[config.mk]
export PLATFORM = sky130hd
export DESIGN_NAME = lsu_align_unit
export DESIGN_NICKNAME = d
export VERILOG_FILES = /design/src/rtl/lsu_pkg.sv /design/src/rtl/lsu_agen.sv /design/src/rtl/lsu_store_lanes.sv /design/src/rtl/lsu_load_extract.sv /design/src/rtl/lsu_align_unit.sv
export SDC_FILE = /design/constraint.sdc
export NUM_CORES = 1
export LEC_CHECK = 0
export ABC_AREA = 1
export BUFFER_PORTS_ARGS = -buffer_cell sky130_fd_sc_hd__buf_2
export CELL_PAD_IN_SITES_DETAIL_PLACEMENT = 1
export CELL_PAD_IN_SITES_GLOBAL_PLACEMENT = 2
export CORE_MARGIN = 2
export CORE_UTILIZATION = 21
export CTS_CLUSTER_SIZE = 24
export DETAILED_ROUTE_END_ITERATION = 10
export PLACE_DENSITY_LB_ADDON = 0.1
export SYNTH_ARGS = -nofsm -noshare
export SYNTH_HDL_FRONTEND = slang
export SYNTH_SLANG_ARGS = --single-unit
[constraint.sdc]
create_clock -name clk -period 2.3 [get_ports clk]
set_input_delay 0.23 -clock clk [delete_from_list [all_inputs] [get_ports clk]]
set_output_delay 0.23 -clock clk [all_outputs]
set_load 0.01 [all_outputs]
[src/rtl/lsu_pkg.sv]
package lsu_pkg;

   typedef enum logic [1:0] {
      SZ_BYTE = 2'd0,
      SZ_HALF = 2'd1,
      SZ_WORD = 2'd2
   } acc_size_e;

   typedef struct packed {
      logic      is_mem;
      logic      is_store;
      logic      sext;
      acc_size_e size;
   } acc_ctrl_t;

   localparam logic [5:0] OP_LD_BYTE_U = 6'h03;
   localparam logic [5:0] OP_LD_BYTE_S = 6'h04;
   localparam logic [5:0] OP_LD_HALF_U = 6'h05;
   localparam logic [5:0] OP_LD_HALF_S = 6'h06;
   localparam logic [5:0] OP_LD_WORD   = 6'h07;
   localparam logic [5:0] OP_ST_BYTE   = 6'h08;
   localparam logic [5:0] OP_ST_HALF   = 6'h09;
   localparam logic [5:0] OP_ST_WORD   = 6'h0A;

   function automatic acc_ctrl_t decode_op(input logic [5:0] op);
      acc_ctrl_t c;
      c = '{is_mem: 1'b0, is_store: 1'b0, sext: 1'b0, size: SZ_WORD};
      unique case (op)
         OP_LD_BYTE_U: c = '{1'b1, 1'b0, 1'b0, SZ_BYTE};
         OP_LD_BYTE_S: c = '{1'b1, 1'b0, 1'b1, SZ_BYTE};
         OP_LD_HALF_U: c = '{1'b1, 1'b0, 1'b0, SZ_HALF};
         OP_LD_HALF_S: c = '{1'b1, 1'b0, 1'b1, SZ_HALF};
         OP_LD_WORD:   c = '{1'b1, 1'b0, 1'b0, SZ_WORD};
         OP_ST_BYTE:   c = '{1'b1, 1'b1, 1'b0, SZ_BYTE};
         OP_ST_HALF:   c = '{1'b1, 1'b1, 1'b0, SZ_HALF};
         OP_ST_WORD:   c = '{1'b1, 1'b1, 1'b0, SZ_WORD};
         default:      c = '{1'b0, 1'b0, 1'b0, SZ_WORD};
      endcase
      return c;
   endfunction

endpackage

[src/rtl/lsu_agen.sv]
module lsu_agen
   import lsu_pkg::*;
#(
   parameter int ADDR_W   = 32,
   parameter int OFF_W    = 16,
   parameter int LANE_W   = 2,
   parameter bit SEXT_OFF = 1'b1
) (
   input  logic [ADDR_W-1:0] base,
   input  logic [OFF_W-1:0]  offset,
   input  acc_size_e         size,
   output logic [ADDR_W-1:0] ea,
   output logic              misaligned
);
   localparam int PAD_W = ADDR_W - OFF_W;

   logic [ADDR_W-1:0] off_ext;

   generate
      if (SEXT_OFF) begin : g_sext
         assign off_ext = {{PAD_W{offset[OFF_W-1]}}, offset};
      end else begin : g_zext
         assign off_ext = {{PAD_W{1'b0}}, offset};
      end
   endgenerate

   assign ea = base + off_ext;

   always_comb begin
      unique case (size)
         SZ_HALF: misaligned = ea[0];
         SZ_WORD: misaligned = |ea[LANE_W-1:0];
         default: misaligned = 1'b0;
      endcase
   end
endmodule

[src/rtl/lsu_store_lanes.sv]
module lsu_store_lanes
   import lsu_pkg::*;
#(
   parameter int DATA_W = 32,
   parameter int LANE_W = 2
) (
   input  logic [DATA_W-1:0]   src,
   input  acc_size_e           size,
   input  logic [LANE_W-1:0]   lane,
   output logic [DATA_W/8-1:0] be,
   output logic [DATA_W-1:0]   data
);
   localparam int NLANES = DATA_W / 8;
   localparam int NHALF  = NLANES / 2;

   logic [DATA_W-1:0] rep_byte;
   logic [DATA_W-1:0] rep_half;

   genvar g;
   generate
      for (g = 0; g < NLANES; g++) begin : g_byte_rep
         assign rep_byte[g*8 +: 8] = src[7:0];
      end
      for (g = 0; g < NHALF; g++) begin : g_half_rep
         assign rep_half[g*16 +: 16] = src[15:0];
      end
   endgenerate

   always_comb begin
      unique case (size)
         SZ_BYTE: begin
            be   = {{(NLANES-1){1'b0}}, 1'b1} << lane;
            data = rep_byte;
         end
         SZ_HALF: begin
            be   = {{(NLANES-2){1'b0}}, 2'b11} << lane;
            data = rep_half;
         end
         default: begin
            be   = '1;
            data = src;
         end
      endcase
   end
endmodule

[src/rtl/lsu_load_extract.sv]
module lsu_load_extract
   import lsu_pkg::*;
#(
   parameter int DATA_W = 32,
   parameter int LANE_W = 2
) (
   input  logic [DATA_W-1:0] word,
   input  acc_size_e         size,
   input  logic              sext,
   input  logic [LANE_W-1:0] lane,
   output logic [DATA_W-1:0] result
);
   logic [DATA_W-1:0] shifted;
   logic              fill;

   assign shifted = word >> {lane, 3'b000};

   always_comb begin
      fill = 1'b0;
      unique case (size)
         SZ_BYTE: begin
            fill   = sext & shifted[7];
            result = {{(DATA_W-8){fill}}, shifted[7:0]};
         end
         SZ_HALF: begin
            fill   = sext & shifted[15];
            result = {{(DATA_W-16){fill}}, shifted[15:0]};
         end
         default: result = word;
      endcase
   end
endmodule

[src/rtl/lsu_align_unit.sv]
module lsu_align_unit
   import lsu_pkg::*;
#(
   parameter int ADDR_W   = 32,
   parameter int DATA_W   = 32,
   parameter int OFF_W    = 16,
   parameter bit SEXT_OFF = 1'b1
) (
   input  logic                clk,
   input  logic                rst_n,
   input  logic                req_valid,
   input  logic [5:0]          req_op,
   input  logic [ADDR_W-1:0]   req_base,
   input  logic [OFF_W-1:0]    req_offset,
   input  logic [DATA_W-1:0]   req_wdata,
   output logic                mem_req,
   output logic                mem_we,
   output logic [ADDR_W-1:0]   mem_addr,
   output logic [DATA_W/8-1:0] mem_be,
   output logic [DATA_W-1:0]   mem_wdata,
   input  logic [DATA_W-1:0]   mem_rdata,
   output logic                rsp_valid,
   output logic [DATA_W-1:0]   rsp_data,
   output logic                align_fault
);
   localparam int NLANES = DATA_W / 8;
   localparam int LANE_W = $clog2(NLANES);

   generate
      if (DATA_W != 32) begin : g_bad_data_w
         $error("lsu_align_unit: DATA_W must be 32");
      end
      if (OFF_W >= ADDR_W || OFF_W < 2) begin : g_bad_off_w
         $error("lsu_align_unit: OFF_W must lie in [2, ADDR_W)");
      end
   endgenerate

   acc_ctrl_t         ctrl;
   logic [ADDR_W-1:0] ea;
   logic              misaligned;
   logic              take;

   logic              pend_load;
   acc_size_e         pend_size;
   logic              pend_sext;
   logic [LANE_W-1:0] pend_lane;
   logic              fault_q;

   assign ctrl = decode_op(req_op);
   assign take = req_valid & ctrl.is_mem;

   lsu_agen #(
      .ADDR_W(ADDR_W), .OFF_W(OFF_W), .LANE_W(LANE_W), .SEXT_OFF(SEXT_OFF)
   ) u_agen (
      .base(req_base), .offset(req_offset), .size(ctrl.size),
      .ea(ea), .misaligned(misaligned)
   );

   lsu_store_lanes #(
      .DATA_W(DATA_W), .LANE_W(LANE_W)
   ) u_store (
      .src(req_wdata), .size(ctrl.size), .lane(ea[LANE_W-1:0]),
      .be(mem_be), .data(mem_wdata)
   );

   assign mem_req  = take & ~misaligned;
   assign mem_we   = ctrl.is_store;
   assign mem_addr = {ea[ADDR_W-1:LANE_W], {LANE_W{1'b0}}};

   always_ff @(posedge clk or negedge rst_n) begin
      if (!rst_n) begin
         pend_load <= 1'b0;
         pend_size <= SZ_WORD;
         pend_sext <= 1'b0;
         pend_lane <= '0;
         fault_q   <= 1'b0;
      end else begin
         pend_load <= mem_req & ~ctrl.is_store;
         fault_q   <= take & misaligned;
         if (mem_req & ~ctrl.is_store) begin
            pend_size <= ctrl.size;
            pend_sext <= ctrl.sext;
            pend_lane <= ea[LANE_W-1:0];
         end
      end
   end

   lsu_load_extract #(
      .DATA_W(DATA_W), .LANE_W(LANE_W)
   ) u_load (
      .word(mem_rdata), .size(pend_size), .sext(pend_sext),
      .lane(pend_lane), .result(rsp_data)
   );

   assign rsp_valid   = pend_load;
   assign align_fault = fault_q;
endmodule

After elaboration in Yosys (flattened, before gate mapping)
Memories as Yosys holds them, arrays and structs flattened.
Index checks and enable logic that the tools add are counted.
{ "classes": {"n_addsub": 1, "eq_ne": 3, "shift": 3, "muxes": 5, "n_bitwise": 8, "n_reduce_logical": 4} }
{ "op_table": {"columns": ["cell", "count"], "rows": [
  ["case mux 32 bit (2 select lines)", 2],
  ["adder 32 bit", 1],
  [">> shifter 32 x 5 -> 16 bit", 1],
  ["case mux 4 bit (2 select lines)", 1],
  ["bitwise AND 1 bit", 6],
  ["logical NOT 2 bit", 3],
  ["2-to-1 mux 5 bit", 1],
  ["equality test 2 x 1 -> 1 bit, second input constant", 2],
  ["left shift 1 x 2 -> 4 bit, first input constant", 1],
  ["left shift 2 x 2 -> 4 bit, first input constant", 1],
  ["equality test 2 bit, second input constant", 1],
  ["NOT 1 bit", 2],
  ["case mux 1 bit (2 select lines)", 1],
  ["OR reduction 2 bit", 1]
]} }
{ "totals": {"reg_bits": 7, "mem_bits_ro": 80, "mem_count": 1} }
{ "mem_list": {"columns": ["name", "depth", "word_bits", "read_ports", "rd_ports_with_merged_regs", "wr", "line", "rtl"], "rows": [
  ["(name not given)", 16, 5, 1, 0, 0, "lsu_pkg.sv:28", "unique case (op)"]
]} }

Logic depth before layout (Yosys ltp)
Gate-level depths: netlist (run 1).
{ "depth": {"ltp_word": 7, "mapped_depth": 14, "mapped_depth_nobuf": 13} }

Cells and area by module
From an unflattened synthesis (run 1), not the netlist that was laid out.
{ "unflattened": {"hier_cells": 839, "hier_area_um2": 4277.9} }
{ "modules_own_cells": {"columns": ["module", "instances", "cells_each", "area_per_inst_um2", "seq_area_each_um2"], "rows": [
  ["lsu_agen", 1, 501, 2431.1, 0.0],
  ["lsu_load_extract", 1, 173, 842.1, 0.0],
  ["lsu_align_unit", 1, 65, 509.2, 176.4],
  ["lsu_store_lanes", 1, 100, 495.5, 0.0]
]} }

Least setup slack after synthesis (run 1)
No wires, ideal clock.
{ "synth_path": {"path_kind": "in2out", "startpoint": "in req_op[1]", "endpoint": "out mem_wdata[16]", "arrival_time_ns": 1.971, "t_required_ns": 2.070, "path_slack_ns": 0.099, "path_stages": 11, "path_cell_list": "inv_1 ha_1 nand3_1 a21oi_1 inv_1 ha_1 clkbuf_1 nor2_1 clkbuf_1 nand2_1 o21ai_0"} }
{ "synth_lines": {"columns": ["item", "line", "rtl"], "rows": [
  ["start, declared", "lsu_align_unit.sv:12", "input logic [5:0] req_op,"],
  ["end, declared", "lsu_align_unit.sv:20", "output logic [DATA_W-1:0] mem_wdata,"]
]} }

Final worst setup path (run 1)
{ "layout_path": {"startpoint": "in req_base[0]", "endpoint": "out mem_addr[24]"} }
{ "layout_between": {"elab_chain_cells": 1} }
{ "layout_rtl": {"columns": ["item", "line", "rtl"], "rows": [
  ["start, declared", "lsu_align_unit.sv:13", "input logic [ADDR_W-1:0] req_base,"],
  ["adder 32 bit", "lsu_agen.sv:27", "assign ea = base + off_ext;"],
  ["end, declared", "lsu_align_unit.sv:18", "output logic [ADDR_W-1:0] mem_addr,"]
]} }
No other way between the ends.

==> metrics.txt, run 1 <==
Achievable Freq around 0.47 GHz; Post-Place Cells 1270; final critical-path required period 2.15 ns; largest net degree at the start of global routing 19; count of pins over their slew limit 0; count of flip-flops with a built-in enable after synthesis 0; flip-flop and latch count after synthesis 7; number of sinks on the clock net 7; crit path launch type input pin; average wire per cell in the routed design 13.0 um; worst hold-check path type in -> reg; leakage between 3 and 4 nW; leading cell type in the layout, fill and taps excluded sky130_fd_sc_hd__nand2_1; Yosys top cell area share 28.6%; proportion of power drawn by the clock network 11.9%; initial cell density of the core a little over a fifth; TritonCTS clock tree yes; critical path type in -> out; initial antenna violation count 0; total power density per cell area 445 nW/um^2; crit path DAT 1.92 ns; Port Buffer Count 222; area of the core ~19000 um^2; io pins 225; non-filler instance count after layout 1278; NumNets Final 1175; count of maximum capacitance violations 0; initial detailed-routing violation count 101; gate count of the mapped netlist 819; proportion of register bits with asynchronous set or reset after synthesis 100%; clock root buffer master sky130_fd_sc_hd__clkbuf_16; vias in the first global route a little over 5k; Unique masters post-synth 31; die extent in x 144 um; commonest non-fill, non-tap cells in the layout sky130_fd_sc_hd__nand2_1, sky130_fd_sc_hd__buf_2, sky130_fd_sc_hd__inv_1, sky130_fd_sc_hd__nor2_1, sky130_fd_sc_hd__o21ai_0; worst clock skew on the final layout 0 ns; critical path fanouts, max 4; synthesized area 4140 um^2; first-pass GRT wire length 26000 um; Vias 5353; final-report hold violation count 0; Synthesis Warnings 0; maximum VDD drop roughly 0.00020 V; combinational power share between 80% and 90%; vias per std cell 4.19; portion of the clock cycle consumed by the worst path in the final layout 93.4%; gr ovfl total 0; syn_area_per_cell 5.06 um^2; required time reported for the critical path endpoint 2.07 ns; number of nets still failing antenna checks after routing 0; height of the die around 140 um; final RePlAce weighted congestion 0.769; Primary FF master, synth sky130_fd_sc_hd__dfrtp_1; Setup crit end kind primary output; number of buffers created by CTS 3; share of the yosys chip area belonging to registers 4.26%; 1st-pass router iterations 4; switching pwr 0.00130 W; core occupancy in the finished layout 28.5%; half-perimeter wire length after placement 14900 um; sequential cell fraction of total power under 10%; H-tree depth 1; Cell Rows 51; setup violators final 0; share of total power consumed by net switching a little over half; share of final-layout standard cells stronger than drive strength 1 26.7%; cell type contributing the most total cell area after synthesis sky130_fd_sc_hd__nand2_1; unrepaired setup endpoints after global routing yes; Layout Area Growth over Synthesis 33.3%; clock-pin transition on the worst setup and hold timing paths roughly 0.04 ns; cell-internal power 0.00116 W; synth top area cells sky130_fd_sc_hd__nand2_1, sky130_fd_sc_hd__inv_1, sky130_fd_sc_hd__ha_1; Max Root-Sink Buffers 2; diodes inserted 0; number of fill cells in the layout between 2k and 3k; outcome complete, no violations; DIE AREA 20900 um^2; clock insertion delay at the later pin of the skew report roughly 0.23 ns; total wire length after detailed routing approximately 17000 um; GRT Util Overall 15.4%; number of remaining DRC errors 0
## registers in the layout (all words and copies together) (netlist names)
register     cells
pend_sext        1
rsp_valid        1
pend_size        2
align_fault      1
pend_lane        2
## Yosys cell counts (6+ instances only)
library cell / instances
sky130_fd_sc_hd__o21ai_0: 40
sky130_fd_sc_hd__xor2_1: 15
sky130_fd_sc_hd__a22o_1: 7
sky130_fd_sc_hd__buf_4: 40
sky130_fd_sc_hd__o211ai_1: 9
sky130_fd_sc_hd__nor2_1: 55
sky130_fd_sc_hd__ha_1: 39
sky130_fd_sc_hd__clkbuf_1: 6
sky130_fd_sc_hd__inv_1: 168
sky130_fd_sc_hd__o22ai_1: 15
sky130_fd_sc_hd__nand2_1: 316
sky130_fd_sc_hd__nand3_1: 37
sky130_fd_sc_hd__o21ai_1: 6
sky130_fd_sc_hd__a21oi_1: 27
sky130_fd_sc_hd__dfrtp_1: 6
## logic make-up (layout without fill, tap and decap cells)
group / after synthesis / count (layout) / share of synthesized area, %
AOI/OAI and AO/OA: 112 / 112 / 15.8
xor gates and xnor gates: 16 / 16 / 3.38
other: 1 / 2 / 0.0905
buffers and inverters: 224 / 417 / 24.6
adders and majority gates: 40 / 40 / 12.3
and+or+nand+nor: 419 / 419 / 39.7
DFF: 7 / 7 / 4.26
## what timing repair did
item,in CTS,in global routing
endpoints found under the setup margin,0,42
hold buffers,1,0
setup buffers,0,3
hold endpoints to repair,6,0
gates resized for setup,0,23
## worst max-delay path: stages
cell and delay [ns]:
sky130_fd_sc_hd__buf_2 0.10, sky130_fd_sc_hd__ha_1 0.23, sky130_fd_sc_hd__fa_2 0.43, sky130_fd_sc_hd__nand3_1 0.12, sky130_fd_sc_hd__nand3_2 0.08, sky130_fd_sc_hd__nand2_1 0.07
sky130_fd_sc_hd__nand2_1 0.07, sky130_fd_sc_hd__buf_4 0.15, sky130_fd_sc_hd__nand3_1 0.09, sky130_fd_sc_hd__nand3_1 0.09, sky130_fd_sc_hd__nand2_1 0.06, sky130_fd_sc_hd__nand2_1 0.05
sky130_fd_sc_hd__buf_2 0.13
## power groups by stage
stage,sequential [W],clock [W],combinational (W)
floorplan,0.000170,0,0.00138
global placement,0.000199,0,0.00199
detailed placement,0.000197,0,0.00199
CTS,0.000197,0.000298,0.00200
global route,0.000204,0.000310,0.00224
finish,0.000196,0.000292,0.00197
## per-stage QoR
stage	total power (W)	cell area [um^2]	setup TNS (ns)	setup slack, ns	hold WS, ns
3_5_place_dp	0.00218	5330	-0.00107	-0.00107	0.0697
3_3_place_gp	0.00219	5330	0	0.0742	0.0749
4_1_cts	0.00249	5420	0	0.0446	0.317
5_1_grt	0.00275	5520	-0.0725	-0.0248	0.331
6_report	0.00246	5520	0	0.152	0.318
2_1_floorplan	0.00155	4150	0	0.0993	-0.0656
## layer usage
metal | GRT usage [%] | share of wire, % | vias up
li1 | - | - | 2864
met1 | 20.0 | 46 | 2384
met2 | 29.1 | 50 | 105
met3 | 1.23 | 4.0 | 0
met4 | 0.409 | 0 | 0
met5 | 0 | 0 | -
## worst paths after layout
kind / from / to / slack (ns) / depth (start not counted)
hold / removal: req_valid / align_fault / 0.32 / 3
max in group asynchronous: rst_n / pend_size[1] / 1.70 / 2
min in group asynchronous: rst_n / pend_size[0] / 0.38 / 2
setup reg to reg: pend_lane[0] / pend_lane[0] / 1.43 / 2
hold reg to reg: pend_size[1] / pend_size[1] / 0.54 / 2
setup / recovery: req_base[0] / mem_addr[24] / 0.15 / 13
## area by class of cell
class,instances,area (um^2),share of cell area (%)
Clock buffer,3,75.1,1.36
Timing Repair Buffer,242,1270,23.1
Tap cell,265,332,6.00
Sequential cell,7,176,3.19
Inverter,171,646,11.7
Clock inverter,1,5.00,0.0906
Multi-Input combinational cell,589,3020,54.6
No activity file was read; power rests on OpenSTA's default activity.
==> inputs of run 2 (changes only) <==
--- a/config.mk
+++ b/config.mk
@@ -11,5 +11,5 @@
 export CELL_PAD_IN_SITES_GLOBAL_PLACEMENT = 2
 export CORE_MARGIN = 2
-export CORE_UTILIZATION = 21
+export CORE_UTILIZATION = 19
 export CTS_CLUSTER_SIZE = 24
 export DETAILED_ROUTE_END_ITERATION = 10
==> constraint.sdc (replaced) <==
create_clock -name clk -period 1.9 [get_ports clk]
set_input_delay 0.095 -clock clk [delete_from_list [all_inputs] [get_ports clk]]
set_output_delay 0.095 -clock clk [all_outputs]
set_load 0.01 [all_outputs]
==> metrics.txt, run 2 (synthesized netlist as in run 1, its figures left out) <==
worst hold-check path type in -> reg (unchanged); height of the die 152 um (was 144 um); crit path launch type input pin (unchanged); half-perimeter wire length after placement 15400 um (was 14900 um); outcome complete, no violations (unchanged); cell-internal power 0.00152 W (was 0.00116 W); clock insertion delay at the later pin of the skew report 0.23 ns (about the same); required time reported for the critical path endpoint 1.80 ns (was 2.07 ns); maximum VDD drop 0.000230 V (was 0.000200 V); Setup crit end kind primary output (unchanged); average wire per cell in the routed design 13.1 um (was 13.0 um); leading cell type in the layout, fill and taps excluded sky130_fd_sc_hd__nand2_1 (unchanged); setup violators final 0 (unchanged); GRT Util Overall 14.4% (was 15.4%); Achievable Freq 0.551 GHz; clock-pin transition on the worst setup and hold timing paths 0.04 ns (about the same); initial detailed-routing violation count 120 (was 101); combinational power share 81.2% (was 80.1%); io pins 225 (unchanged); count of maximum capacitance violations 0 (unchanged); switching pwr 0.00164 W (was 0.00130 W); Layout Area Growth over Synthesis 43.9% (was 33.3%); initial antenna violation count 0 (unchanged); vias per std cell 4.14 (was 4.19); DIE AREA 23000 um^2 (was 20900 um^2); final RePlAce weighted congestion 0.753 (was 0.769); first-pass GRT wire length 26700 um (was 26000 um); Crit-path slowest cell sky130_fd_sc_hd__ha_4 (was sky130_fd_sc_hd__fa_2); clock root buffer master sky130_fd_sc_hd__clkbuf_16 (unchanged); Port Buffer Count 222 (unchanged); Vias 5499 (was 5353); commonest non-fill, non-tap cells in the layout sky130_fd_sc_hd__nand2_1, sky130_fd_sc_hd__buf_2, sky130_fd_sc_hd__inv_1, sky130_fd_sc_hd__nor2_1, sky130_fd_sc_hd__buf_4 (was sky130_fd_sc_hd__nand2_1, sky130_fd_sc_hd__buf_2, sky130_fd_sc_hd__inv_1, sky130_fd_sc_hd__nor2_1, sky130_fd_sc_hd__o21ai_0); proportion of power drawn by the clock network 11.4% (was 11.9%); die extent in x 152 um (was 144 um); cell repeated most along the worst path sky130_fd_sc_hd__ha_4 (was sky130_fd_sc_hd__nand2_1); largest stage delay on the critical path 0.25 ns (was 0.43 ns); unrepaired setup endpoints after global routing yes (unchanged); leakage 3.80 nW (was 3.63 nW); 1st-pass router iterations 4 (unchanged); critical path fanouts, max 8 (was 4); Cell Rows 54 (was 51); TritonCTS clock tree yes (unchanged); Post-Place Cells 1320 (was 1270); total power density per cell area 529 nW/um^2 (was 445 nW/um^2); NumNets Final 1209 (was 1175); sequential cell fraction of total power 7.5% (was 8.0%); number of sinks on the clock net 7 (unchanged); area of the core 21600 um^2 (was 19400 um^2); share of total power consumed by net switching 52.0% (was 53.0%); portion of the clock cycle consumed by the worst path in the final layout 95.5%; Max Root-Sink Buffers 2 (unchanged); final critical-path required period 1.82 ns; count of pins over their slew limit 0 (unchanged); critical path type in -> out (unchanged); largest net degree at the start of global routing 20 (was 19); final total negative setup slack 0 ns (unchanged); number of buffers created by CTS 3 (unchanged); initial cell density of the core 19.2% (was 21.4%); number of nets still failing antenna checks after routing 0 (unchanged); diodes inserted 0 (unchanged); total wire length after detailed routing 17300 um (was 16700 um); vias in the first global route 5381 (was 5163); share of final-layout standard cells stronger than drive strength 1 31.9% (was 26.7%); worst clock skew on the final layout 0 ns (unchanged); non-filler instance count after layout 1327 (was 1278); number of remaining DRC errors 0 (unchanged); crit path DAT 1.72 ns (was 1.92 ns); H-tree depth 1 (unchanged); gr ovfl total 0 (unchanged); top flop regs pend_lane (2), pend_size (2) (unchanged); final-report hold violation count 0 (unchanged); critical-path cell list buf_8, inv_4, ha_4, nand3_2, a21oi_2, buf_4, ha_4, buf_6, clkinvlp_4, o22ai_2, inv_1, o21ai_1, buf_2 (was buf_2, ha_1, fa_2, nand3_1, nand3_2, nand2_1, nand2_1, buf_4, nand3_1, nand3_1, nand2_1, nand2_1, buf_2)
run 2: cell count changes in the layout (fill, tap and decap cells not counted), sizes merged:
cell | before | now
clkinv | 1 | 0
buf | 240 | 275
run 2: path summary, 6_finish.rpt:
kind | start | to | slack [ns] | cells after the start
worst max-delay path | req_op[0] | mem_wdata[8] | 0.08 | 13
worst min-delay path | req_valid | align_fault | 0.18 | 3
worst max register to register | pend_size[1] | pend_size[1] | 0.84 | 3
min in group asynchronous | rst_n | rsp_valid | 0.26 | 2
worst min register to register | pend_sext | pend_sext | 0.54 | 2
max in group asynchronous | rst_n | pend_size[1] | 1.41 | 2
run 2: layout make-up:
| cell class | count | area (um^2) |
|---|---|---|
| well taps | 280 | 350 |
| multi-input cells | 589 | 3140 |
| inverters | 171 | 653 |
| fillers | 2976 | 15700 |
| repair buffers | 276 | 1560 |
| flip-flops and latches | 7 | 178 |
| clock buffers | 4 | 78.8 |
run 2: stage by stage:
stage | area [um^2] | hold slack (ns) | worst slack, ns | utilization [%] | total power [W]
CTS | 5800 | 0.180 | 0.00332 | 26.8 | 0.00315
floorplan | 4150 | -0.201 | 0.0326 | - | 0.00188
finish | 5960 | 0.176 | 0.0847 | 27.6 | 0.00315
detailed placement | 5620 | -0.0579 | -0.186 | 26.0 | 0.00276
global route | 5960 | 0.221 | -0.0587 | 27.6 | 0.00352
global placement | 5620 | -0.0641 | -0.122 | 26.0 | 0.00276
run 2: power by group through the flow:
stage	Sequential (W)	Combinational (W)	Clock [W]
floorplan	0.000205	0.00167	0
global placement	0.000236	0.00252	0
detailed placement	0.000234	0.00253	0
CTS	0.000233	0.00255	0.000365
global route	0.000244	0.00290	0.000382
finish	0.000236	0.00256	0.000358
run 2: worst max-delay path, delay by kind of cell:
family / cells / cell delay [ns]
AO/OA/AOI/OAI: 3 / 0.39
adder cells (fa/ha/maj): 2 / 0.37
buffers and inverters: 7 / 0.77
AND/OR/NAND/NOR: 1 / 0.07
run 2: what timing repair did:
item	CTS	global route
setup endpoints to repair	31	59
buffers inserted	1	1
pin swaps	2	10
hold buffers	1	0
resized for setup	22	51
hold endpoints to repair	7	0
run 2: metal layers:
layer	up-vias	GRT usage [%]	share of wire [%]
li1	2929	-	-
met1	2444	18.6	46
met2	120	26.9	49
met3	6	1.38	4.6
met4	0	0.741	0.46
met5	-	0	0
